[src/rtl/smbt_pkg.sv]
package smbt_pkg;
  localparam int CMD_W = 8;
  localparam int IDX_W = 7;
  localparam int DEPTH = 1 << IDX_W;

  typedef struct packed {
    logic shiftIn;
    logic loadTx;
    logic shiftOut;
    logic latchCmd;
    logic writeMem;
  } smbtStrobe_t;

  function automatic logic [DEPTH*8-1:0] defaultInfo();
    logic [DEPTH*8-1:0] v;
    for (int i = 0; i < DEPTH; i++) v[i*8 +: 8] = 8'(i * 37 + 92);
    return v;
  endfunction
endpackage

[src/rtl/smbt_datapath.sv]
module smbt_datapath import smbt_pkg::*; #(
  parameter logic [3:0]         ADDR_HI   = 4'b1010,
  parameter logic [DEPTH*8-1:0] INFO_INIT = defaultInfo()
) (
  input  logic        clk,
  input  logic        rstN,
  input  logic        sclIn,
  input  logic        sdaIn,
  input  logic [1:0]  strap,
  input  smbtStrobe_t strobe,
  output logic        sclRise,
  output logic        sclFall,
  output logic        startDet,
  output logic        stopDet,
  output logic        addrHit,
  output logic        rwBit,
  output logic        txBit
);
  logic [1:0] sclSync, sdaSync;
  logic sclPrev, sdaPrev, sclS, sdaS;
  logic [7:0] rxShift, txShift, cmdReg, readData;
  logic [IDX_W-1:0] cmdIdx;
  logic [7:0] scratchMem [DEPTH];

  assign sclS = sclSync[1];
  assign sdaS = sdaSync[1];

  always_ff @(posedge clk) begin
    if (!rstN) begin
      sclSync <= 2'b11;
      sdaSync <= 2'b11;
      sclPrev <= 1'b1;
      sdaPrev <= 1'b1;
    end else begin
      sclSync <= {sclSync[0], sclIn};
      sdaSync <= {sdaSync[0], sdaIn};
      sclPrev <= sclS;
      sdaPrev <= sdaS;
    end
  end

  assign sclRise  = sclS & ~sclPrev;
  assign sclFall  = ~sclS & sclPrev;
  assign startDet = sclS & sclPrev & sdaPrev & ~sdaS;
  assign stopDet  = sclS & sclPrev & ~sdaPrev & sdaS;

  assign cmdIdx   = cmdReg[IDX_W-1:0];
  assign readData = cmdReg[CMD_W-1] ? scratchMem[cmdIdx] : INFO_INIT[{cmdIdx, 3'b000} +: 8];

  always_ff @(posedge clk) begin
    if (!rstN) begin
      rxShift <= '0;
      txShift <= '1;
      cmdReg  <= '0;
    end else begin
      if (strobe.shiftIn)  rxShift <= {rxShift[6:0], sdaS};
      if (strobe.latchCmd) cmdReg  <= rxShift;
      if (strobe.loadTx)        txShift <= readData;
      else if (strobe.shiftOut) txShift <= {txShift[6:0], 1'b1};
    end
  end

  always_ff @(posedge clk) begin
    if (!rstN) begin
      for (int i = 0; i < DEPTH; i++) scratchMem[i] <= '0;
    end else if (strobe.writeMem && cmdReg[CMD_W-1]) begin
      scratchMem[cmdIdx] <= rxShift;
    end
  end

  assign addrHit = rxShift[7:1] == {ADDR_HI, 1'b0, strap};
  assign rwBit   = rxShift[0];
  assign txBit   = txShift[7];


  scratch_store_chk: assert property (@(posedge clk) disable iff (!rstN)
    strobe.writeMem && cmdReg[CMD_W-1] |=> scratchMem[$past(cmdIdx)] == $past(rxShift));


  info_write_ignored_chk: assert property (@(posedge clk) disable iff (!rstN)
    strobe.writeMem && !cmdReg[CMD_W-1] |=> scratchMem[$past(cmdIdx)] == $past(scratchMem[cmdIdx]));
endmodule

[src/rtl/smbt_control.sv]
module smbt_control import smbt_pkg::*; (
  input  logic        clk,
  input  logic        rstN,
  input  logic        sclRise,
  input  logic        sclFall,
  input  logic        startDet,
  input  logic        stopDet,
  input  logic        addrHit,
  input  logic        rwBit,
  input  logic        txBit,
  output smbtStrobe_t strobe,
  output logic        sdaPullLow
);
  typedef enum logic [3:0] {
    IDLE, RX_ADDR, ACK_ADDR, RX_CMD, ACK_CMD, RX_DATA, ACK_DATA, TX_DATA, HOST_ACK, WAIT_END
  } smbtState_t;

  smbtState_t state;
  logic [3:0] bitCnt;
  logic cmdValid, readPhase, byteDone, rxState;

  assign byteDone = sclFall && bitCnt == 4'd8;
  assign rxState  = state inside {RX_ADDR, RX_CMD, RX_DATA};

  always_comb begin
    strobe          = '0;
    strobe.shiftIn  = sclRise && rxState;
    strobe.loadTx   = sclFall && state == ACK_ADDR && readPhase;
    strobe.shiftOut = sclFall && state == TX_DATA && bitCnt != 4'd8;
    strobe.latchCmd = byteDone && state == RX_CMD;
    strobe.writeMem = byteDone && state == RX_DATA;
  end

  always_ff @(posedge clk) begin
    if (!rstN) begin
      state     <= IDLE;
      bitCnt    <= '0;
      cmdValid  <= 1'b0;
      readPhase <= 1'b0;
    end else if (startDet) begin
      state     <= RX_ADDR;
      bitCnt    <= '0;
      cmdValid  <= state == RX_DATA;
      readPhase <= 1'b0;
    end else if (stopDet) begin
      state     <= IDLE;
      bitCnt    <= '0;
      cmdValid  <= 1'b0;
      readPhase <= 1'b0;
    end else begin
      if (sclRise && (rxState || state == TX_DATA)) bitCnt <= bitCnt + 4'd1;
      case (state)
        RX_ADDR: if (byteDone) begin
          bitCnt <= '0;
          if (!addrHit)                 state <= WAIT_END;
          else if (!rwBit)              begin state <= ACK_ADDR; readPhase <= 1'b0; end
          else if (cmdValid)            begin state <= ACK_ADDR; readPhase <= 1'b1; end
          else                          state <= WAIT_END;
        end
        ACK_ADDR: if (sclFall) begin
          bitCnt <= '0;
          state  <= readPhase ? TX_DATA : RX_CMD;
        end
        RX_CMD:   if (byteDone) begin bitCnt <= '0; state <= ACK_CMD; end
        ACK_CMD:  if (sclFall)  begin bitCnt <= '0; state <= RX_DATA; end
        RX_DATA:  if (byteDone) begin bitCnt <= '0; state <= ACK_DATA; end
        ACK_DATA: if (sclFall)  state <= WAIT_END;
        TX_DATA:  if (byteDone) begin bitCnt <= '0; state <= HOST_ACK; end
        HOST_ACK: if (sclFall)  state <= WAIT_END;
        default: ;
      endcase
    end
  end

  assign sdaPullLow = (state inside {ACK_ADDR, ACK_CMD, ACK_DATA}) ||
                      (state == TX_DATA && !txBit);


  drive_on_low_chk: assert property (@(posedge clk) disable iff (!rstN)
    !$stable(sdaPullLow) |-> $past(sclFall || startDet || stopDet));


  stop_abort_chk: assert property (@(posedge clk) disable iff (!rstN)
    stopDet |=> state == IDLE && !sdaPullLow);


  miss_release_chk: assert property (@(posedge clk) disable iff (!rstN)
    byteDone && state == RX_ADDR && !addrHit |=> !sdaPullLow);


  bare_read_nack_chk: assert property (@(posedge clk) disable iff (!rstN)
    byteDone && state == RX_ADDR && rwBit && !cmdValid |=> !sdaPullLow);


  bit_count_chk: assert property (@(posedge clk) disable iff (!rstN)
    bitCnt <= 4'd8);
endmodule

[src/rtl/smbt_target.sv]
module smbt_target import smbt_pkg::*; #(
  parameter logic [3:0]         ADDR_HI   = 4'b1010,
  parameter logic [DEPTH*8-1:0] INFO_INIT = defaultInfo()
) (
  input  logic       clk,
  input  logic       rstN,
  input  logic       sclIn,
  input  logic       sdaIn,
  input  logic [1:0] strap,
  output logic       sdaPullLow
);
  smbtStrobe_t strobe;
  logic sclRise, sclFall, startDet, stopDet, addrHit, rwBit, txBit;

  smbt_datapath #(.ADDR_HI(ADDR_HI), .INFO_INIT(INFO_INIT)) u_datapath (
    .clk(clk), .rstN(rstN), .sclIn(sclIn), .sdaIn(sdaIn), .strap(strap),
    .strobe(strobe), .sclRise(sclRise), .sclFall(sclFall), .startDet(startDet),
    .stopDet(stopDet), .addrHit(addrHit), .rwBit(rwBit), .txBit(txBit)
  );

  smbt_control u_control (
    .clk(clk), .rstN(rstN), .sclRise(sclRise), .sclFall(sclFall),
    .startDet(startDet), .stopDet(stopDet), .addrHit(addrHit), .rwBit(rwBit),
    .txBit(txBit), .strobe(strobe), .sdaPullLow(sdaPullLow)
  );


  reset_release_chk: assert property (@(posedge clk) !rstN |=> !sdaPullLow);
endmodule

[config.mk]
export PLATFORM = sky130hd
export DESIGN_NAME = smbt_target
export DESIGN_NICKNAME = d
export VERILOG_FILES = /design/src/rtl/smbt_pkg.sv /design/src/rtl/smbt_datapath.sv /design/src/rtl/smbt_control.sv /design/src/rtl/smbt_target.sv
export SDC_FILE = /design/constraint.sdc
export NUM_CORES = 2
export LEC_CHECK = 0
export ABC_CLOCK_PERIOD_IN_PS = 2600
export BUFFER_PORTS_ARGS = -buffer_cell sky130_fd_sc_hd__buf_2
export CORE_MARGIN = 1.5
export CORE_UTILIZATION = 56
export CTS_BUF_LIST = sky130_fd_sc_hd__clkbuf_16
export CTS_CLUSTER_SIZE = 12
export DETAILED_ROUTE_END_ITERATION = 10
export HOLD_SLACK_MARGIN = 0.05
export PLACE_DENSITY = 0.79
export SETUP_SLACK_MARGIN = 0.05
export SYNTH_ARGS = -nofsm -noshare
export SYNTH_HDL_FRONTEND = slang
export SYNTH_SLANG_ARGS = --single-unit
export TNS_END_PERCENT = 10
[constraint.sdc]
create_clock -name clk -period 2.6 [get_ports clk]
set_clock_uncertainty 0.1 [all_clocks]
set_input_delay 0.26 -clock clk [delete_from_list [all_inputs] [get_ports clk]]
set_output_delay 0.26 -clock clk [all_outputs]
set_load 0.02 [all_outputs]
After elaboration in Yosys (flattened, before gate mapping)

Memories as Yosys holds them, arrays and structs flattened. A register that Yosys moved wholly into a read port is not among the register bits.
Cells that the tools add are included.
Widths: inputs -> output; s select.

Bits in registers: 40
RAM bits: 1024
Bits of input ports: 6
Output and inout bits: 1
Word-level logic and storage cells: 115
Memories kept: 1

Add/sub/neg operators: 1
Equality and inequality tests: 26
Shift-type cells: 1
Multiplexer cells: 34
Bitwise operators: 12
Reductions and logical operators: 28

Memories:

| memory                | words | width | read ports | clocked after memory_dff | wr ports | RTL line            | RTL |
|---|---|---|---|---|---|---|---|
| u_datapath.scratchMem | 128   | 8     | 1          | 1                        | 128      | smbt_datapath.sv:23 | `logic [7:0] scratchMem [DEPTH];` |

Operator list:

| kind                       | number |
|---|---|
| $shiftx 1024x11->8 const A | 1 |
| $mux 4                     | 13 |
| $mux 8                     | 4 |
| $pmux 4 s7                 | 1 |
| $ne 4x3->1 const B         | 6 |
| $mux 7                     | 3 |
| $eq 4x3->1 const B         | 4 |
| $ne 2x1->1 const B         | 8 |
| $reduce_and 8->1           | 2 |
| $logic_and 1x1->1          | 11 |
| $mux 1                     | 11 |
| $reduce_bool 9->1          | 1 |
| $eq 4x2->1 const B         | 2 |
| $eq 4x4->1 const B         | 2 |
| $pmux 4 s2                 | 1 |
| $reduce_or 8->1            | 1 |
| $and 1x1->1                | 7 |
| $eq 7x7->1                 | 1 |
| $reduce_bool 7->1          | 1 |
| $reduce_bool 3->1          | 2 |
| $not 1->1                  | 5 |
| $add 4x1->4 const B        | 1 |
| $eq 4x1->1 const B         | 1 |
| $ne 4x1->1 const B         | 1 |
| 9 further kinds            | 12 |

Longest topological paths before layout

Depth in word-level cells: 10
Mapped depth: 12
Depth with buffers taken out: 9

Modules after synthesis

Synthesis repeated with hierarchy kept, for this count alone.

Cells, all modules: 3552
Area, all modules: 50373.3 µm²

Modules (own cells, without submodules):

| module        | instances | cells each | area an instance (µm²) | seq. area each (µm²) |
|---|---|---|---|---|
| smbt_datapath | 1         | 3472       | 49733.9                | 31490.2 |
| smbt_control  | 1         | 80         | 639.4                  | 200.2 |

Worst setup path after synthesis

Ideal clock, no wire load.

Kind: register -> register
Start: register u_datapath.cmdReg[1]
End: register u_datapath.txShift[6]
Library setup time: 57 ps
Arrival time: 2652 ps
Data required time: 2443 ps
Setup slack: -209 ps
Cell stages (with the launch flop): 12
Path buffers: 2
Clock period less this slack: 2809 ps
Cell sequence: dfxtp_1 > clkbuf_1 > inv_1 > ha_1 > clkbuf_1 > inv_1 > mux4_2 > nor2b_1 > a211o_1 > a21boi_0 > o32a_1 > a21o_1

Cells in the longest elaborated chain, start to end: 3

RTL lines:

| item                   | RTL line            | RTL |
|---|---|---|
| start, declared        | smbt_datapath.sv:21 | `logic [7:0] rxShift, txShift, cmdReg, readData;` |
| start signal, assigned | smbt_datapath.sv:57 | `if (strobe.latchCmd) cmdReg <= rxShift;` |
| $shiftx 1024x11->8     | smbt_datapath.sv:48 | `assign readData = cmdReg[CMD_W-1] ? scratchMem[cmdIdx] : INFO_INIT[{cmdIdx, 3'b000} +: 8];` |
| $mux 8                 | smbt_datapath.sv:48 |  |
| $mux 8                 | smbt_datapath.sv:58 | `if (strobe.loadTx) txShift <= readData;` |
| end signal, assigned   | smbt_datapath.sv:58 |  |
| end signal, assigned   | smbt_datapath.sv:59 | `else if (strobe.shiftOut) txShift <= {txShift[6:0], 1'b1};` |
| end, declared          | smbt_datapath.sv:21 |  |

Every way passes these cells.
A chain may end at the register's enable or synchronous reset.

==> results.yml <==
run_status:
  status: "complete, but fails checks"
  violations: "negative setup slack"
power_and_ir_drop:
  p_leak_uw: 0.0252
  max-vdd-ir-drop_mv: 0.619
  p_per_area_mw_per_mm2: 585
  power_uw: 35800
placement:
  dp_hpwl_um: 90500
  dp_cells: 4983
  numPortBuffers: 6
  place_ws_ps: -435
  place_congestion: 0.915
critical_path:
  slowest_delay_ps: 520
  start_kind: "flop"
  ff2ff_path_depth: 11
  crit_path_end_kind: "flop"
  cp.arrival_ps: 3380
  crit_fanout: 12
  cp_common_cell: "buf_4"
  worstPathRequired_ps: 3110
  path_class: "flop to flop"
  crit_chain: "buf_4, buf_12, buf_16, mux4_2, a22oi_2, nand2_2, a21oi_2, nor2_1, nor4_2, buf_4, o31ai_1"
  crit_slowest_cell: "mux4_2"
floorplan:
  die_y_um: 305
  core_sq_mm: 0.0901
  die_area_sq_mm: 0.0928
  die_w_um: 305
  pin_count: 7
  row_count: 110
  start_util_pct: 56.5
sta:
  fmax_mhz: 348
  finalCriticalPeriod_ps: 2870
  worst_pin_slew_ps: 1230
  hold_violations: 0
  slew_viol_final: 0
  setup_ws_ps: -275
  rsz0062_at_grt: "true"
  fin_crit_sh_pct: 111
  holdWs_ps: 113
  tns_ps: -28560
  relSlewSlack_pct: 18.1
  setup_viol: 648
cts:
  clk_latency_ps: 730
  cts_sinks: 1071
  cts_root_buffer: "clkbuf_16"
  clk_pin_slew_ps: 60
  clock_path_buffers: 3
  cts_buffers: 107
  cts_tree: "done"
  cts_htree_levels: 3
yosys:
  synth-simple-area-share_pct: 17.1
  syn-num-nets: 3768
  syn-instance-count: 3750
  syn_area_per_cell_sq_um: 13.6
  synth-compound-area-share_pct: 3.50
  seq_area_frac_synth_pct: 62.2
  yosysUniqueCellTypes: 66
  synth.top_cell.area_share_pct: 60.3
  synth_edf_count: 1024
  yosysWarnings: 0
  synth-xor-area-share_pct: 0.137
  synth-seq-cells: 1071
  async_reset_ff_share_pct: 0
  synth_area_leader_cell: "edfxtp_1"
  synth_area_leaders: "edfxtp_1 (60%), and3_1 (13%), mux4_2 (11%)"
  synth_top_family_by_area: "simple AND/OR/NAND/NOR gates"
  synth_adder_area_share_pct: 0.314
  syn_area_sq_mm: 0.0510
  ys.flop_type: "edfxtp_1"
  synthMuxAreaShare_pct: 12.5
grt:
  grt_pass1_wl_um: 228000
  antenna_found_initial: 1
  grt_pass1_vias: 34800
  grt_usage_pct: 33.1
  grt_overflow_total: 0
  grt_max_degree: 150
route:
  drc: 0
  wire_per_inst_um: 30.0
  wl_um: 157000
  drtPass1Iterations: 6
  detail_route.iter0.violations: 6680
  vias: 36600
  drtAntennaViolNets: 0
  viasPerCell: 6.98
layout:
  num_antenna_cells: 0
  drive_gt1_share_pct: 27.9
  final_cells: 5245
  finalNetCount: 4022
  area_growth_pct: 20.0
job:
  max_cap_viol_count: 0
hold_path:
  hold_path_class: "primary input to flop"
  holdPathStages: 6
## cell usage in the layout (no fill, tap or decap), drive strengths merged, types with 12 or more instances in the layout
cell       n
a211oi    18
a21oi     47
a22oi     46
and2      14
and3    1027
buf      610
clkbuf   113
clkinv    35
dfxtp     47
edfxtp  1024
ha        12
inv       54
mux2i     86
mux4     241
nand2    318
nand2b    22
nand3     37
nor2      62
nor2b     23
nor3      16
o21ai     35
o221ai    20
o22ai     13
## kinds of logic after synthesis
group | after synthesis
DFF | 1071
adders and majority gates | 13
AOI/OAI and AO/OA | 257
buffers and inverters | 515
and+or+nand+nor | 1551
xor gates and xnor gates | 8
muxes | 335
## flip-flops by register name (all words and copies together), names as in the netlist, named ones only
name / flops
u_control.bitCnt: 4
u_control.cmdValid: 1
u_control.readPhase: 1
u_control.state: 4
u_datapath.cmdReg: 8
u_datapath.rxShift: 8
u_datapath.sclPrev: 1
u_datapath.sclSync: 2
u_datapath.scratchMem: 1024
u_datapath.sdaPrev: 1
u_datapath.sdaSync: 2
u_datapath.txShift: 8
## metrics by stage
stage	cell area [sq um]	utilization, %
2_1_floorplan	51000	-
3_3_place_gp	56000	62.1
3_5_place_dp	56000	62.1
4_1_cts	60600	67.2
5_1_grt	61200	67.9
6_report	61200	67.9
## layer usage
layer	routed length (um)	part of all wire, %	GRT usage, %
met1	53600	34	44.9
met3	22600	14	7.04
met2	72600	46	51.2
met4	8400	5.3	16.2
met5	0	0	0
## worst max-delay path: cells and delay by family (launching register included)
kind | cells | cell delay [ps]
muxes | 1 | 520
DFF | 1 | 380
buffers and inverters | 4 | 640
AOI/OAI and AO/OA | 3 | 530
and+or+nand+nor | 3 | 550
## synthesized netlist by cell type (5+ instances only)
library cell / instances
clkbuf_1: 388
o221ai_1: 20
a211oi_1: 18
a31oi_1: 9
buf_2: 62
nor3_1: 16
a221oi_1: 6
a21boi_0: 9
nor2_1: 62
o2111ai_1: 7
nand2b_1: 22
mux4_2: 241
a21oi_1: 47
a22oi_1: 46
mux2_2: 8
nand2_1: 318
edfxtp_1: 1024
dfxtp_1: 47
o22ai_1: 13
nor2b_1: 23
and3_1: 1027
o21ai_0: 35
nand4_1: 11
buf_4: 12
o211ai_1: 7
and2_1: 14
buf_6: 16
mux2i_1: 86
nand3_1: 37
nor4_1: 6
o21a_1: 5
ha_1: 12
inv_1: 25
buf_1: 10
## repair_timing
action	CTS	global route
buffers inserted	35	27
hold buffers	7	0
cloned	16	6
gates resized for setup	155	48
endpoints found under the hold margin	15	0
pin swaps	14	15
setup endpoints to repair	1100	1959
## power breakdown
part	total (uW)	internal, uW	switching, uW
logic	1410	666	743
clock network	14400	7790	6590
registers	20000	19700	315
total	35800	28100	7650
## final cells by class
type	instances	area, sq um
timing repair buffer	634	7050
tap	1176	1470
multi-input combinational	2164	17700
inverter	26	97.6
clock buffer	107	2680
sequential	1071	31700
clock inverter	67	455
fill	5452	29000
## path summary, 6_finish.rpt
check / startpoint / endpoint / slack [ps]
max: flop / u_datapath.txShift[2] / -270
min: strap[1] / u_control.state[3] / 110
max reg2reg: flop / u_datapath.txShift[2] / -270
min reg2reg: u_datapath.sclSync[0] / u_datapath.sclSync[1] / 330
Power figures use the tool's default switching activity.
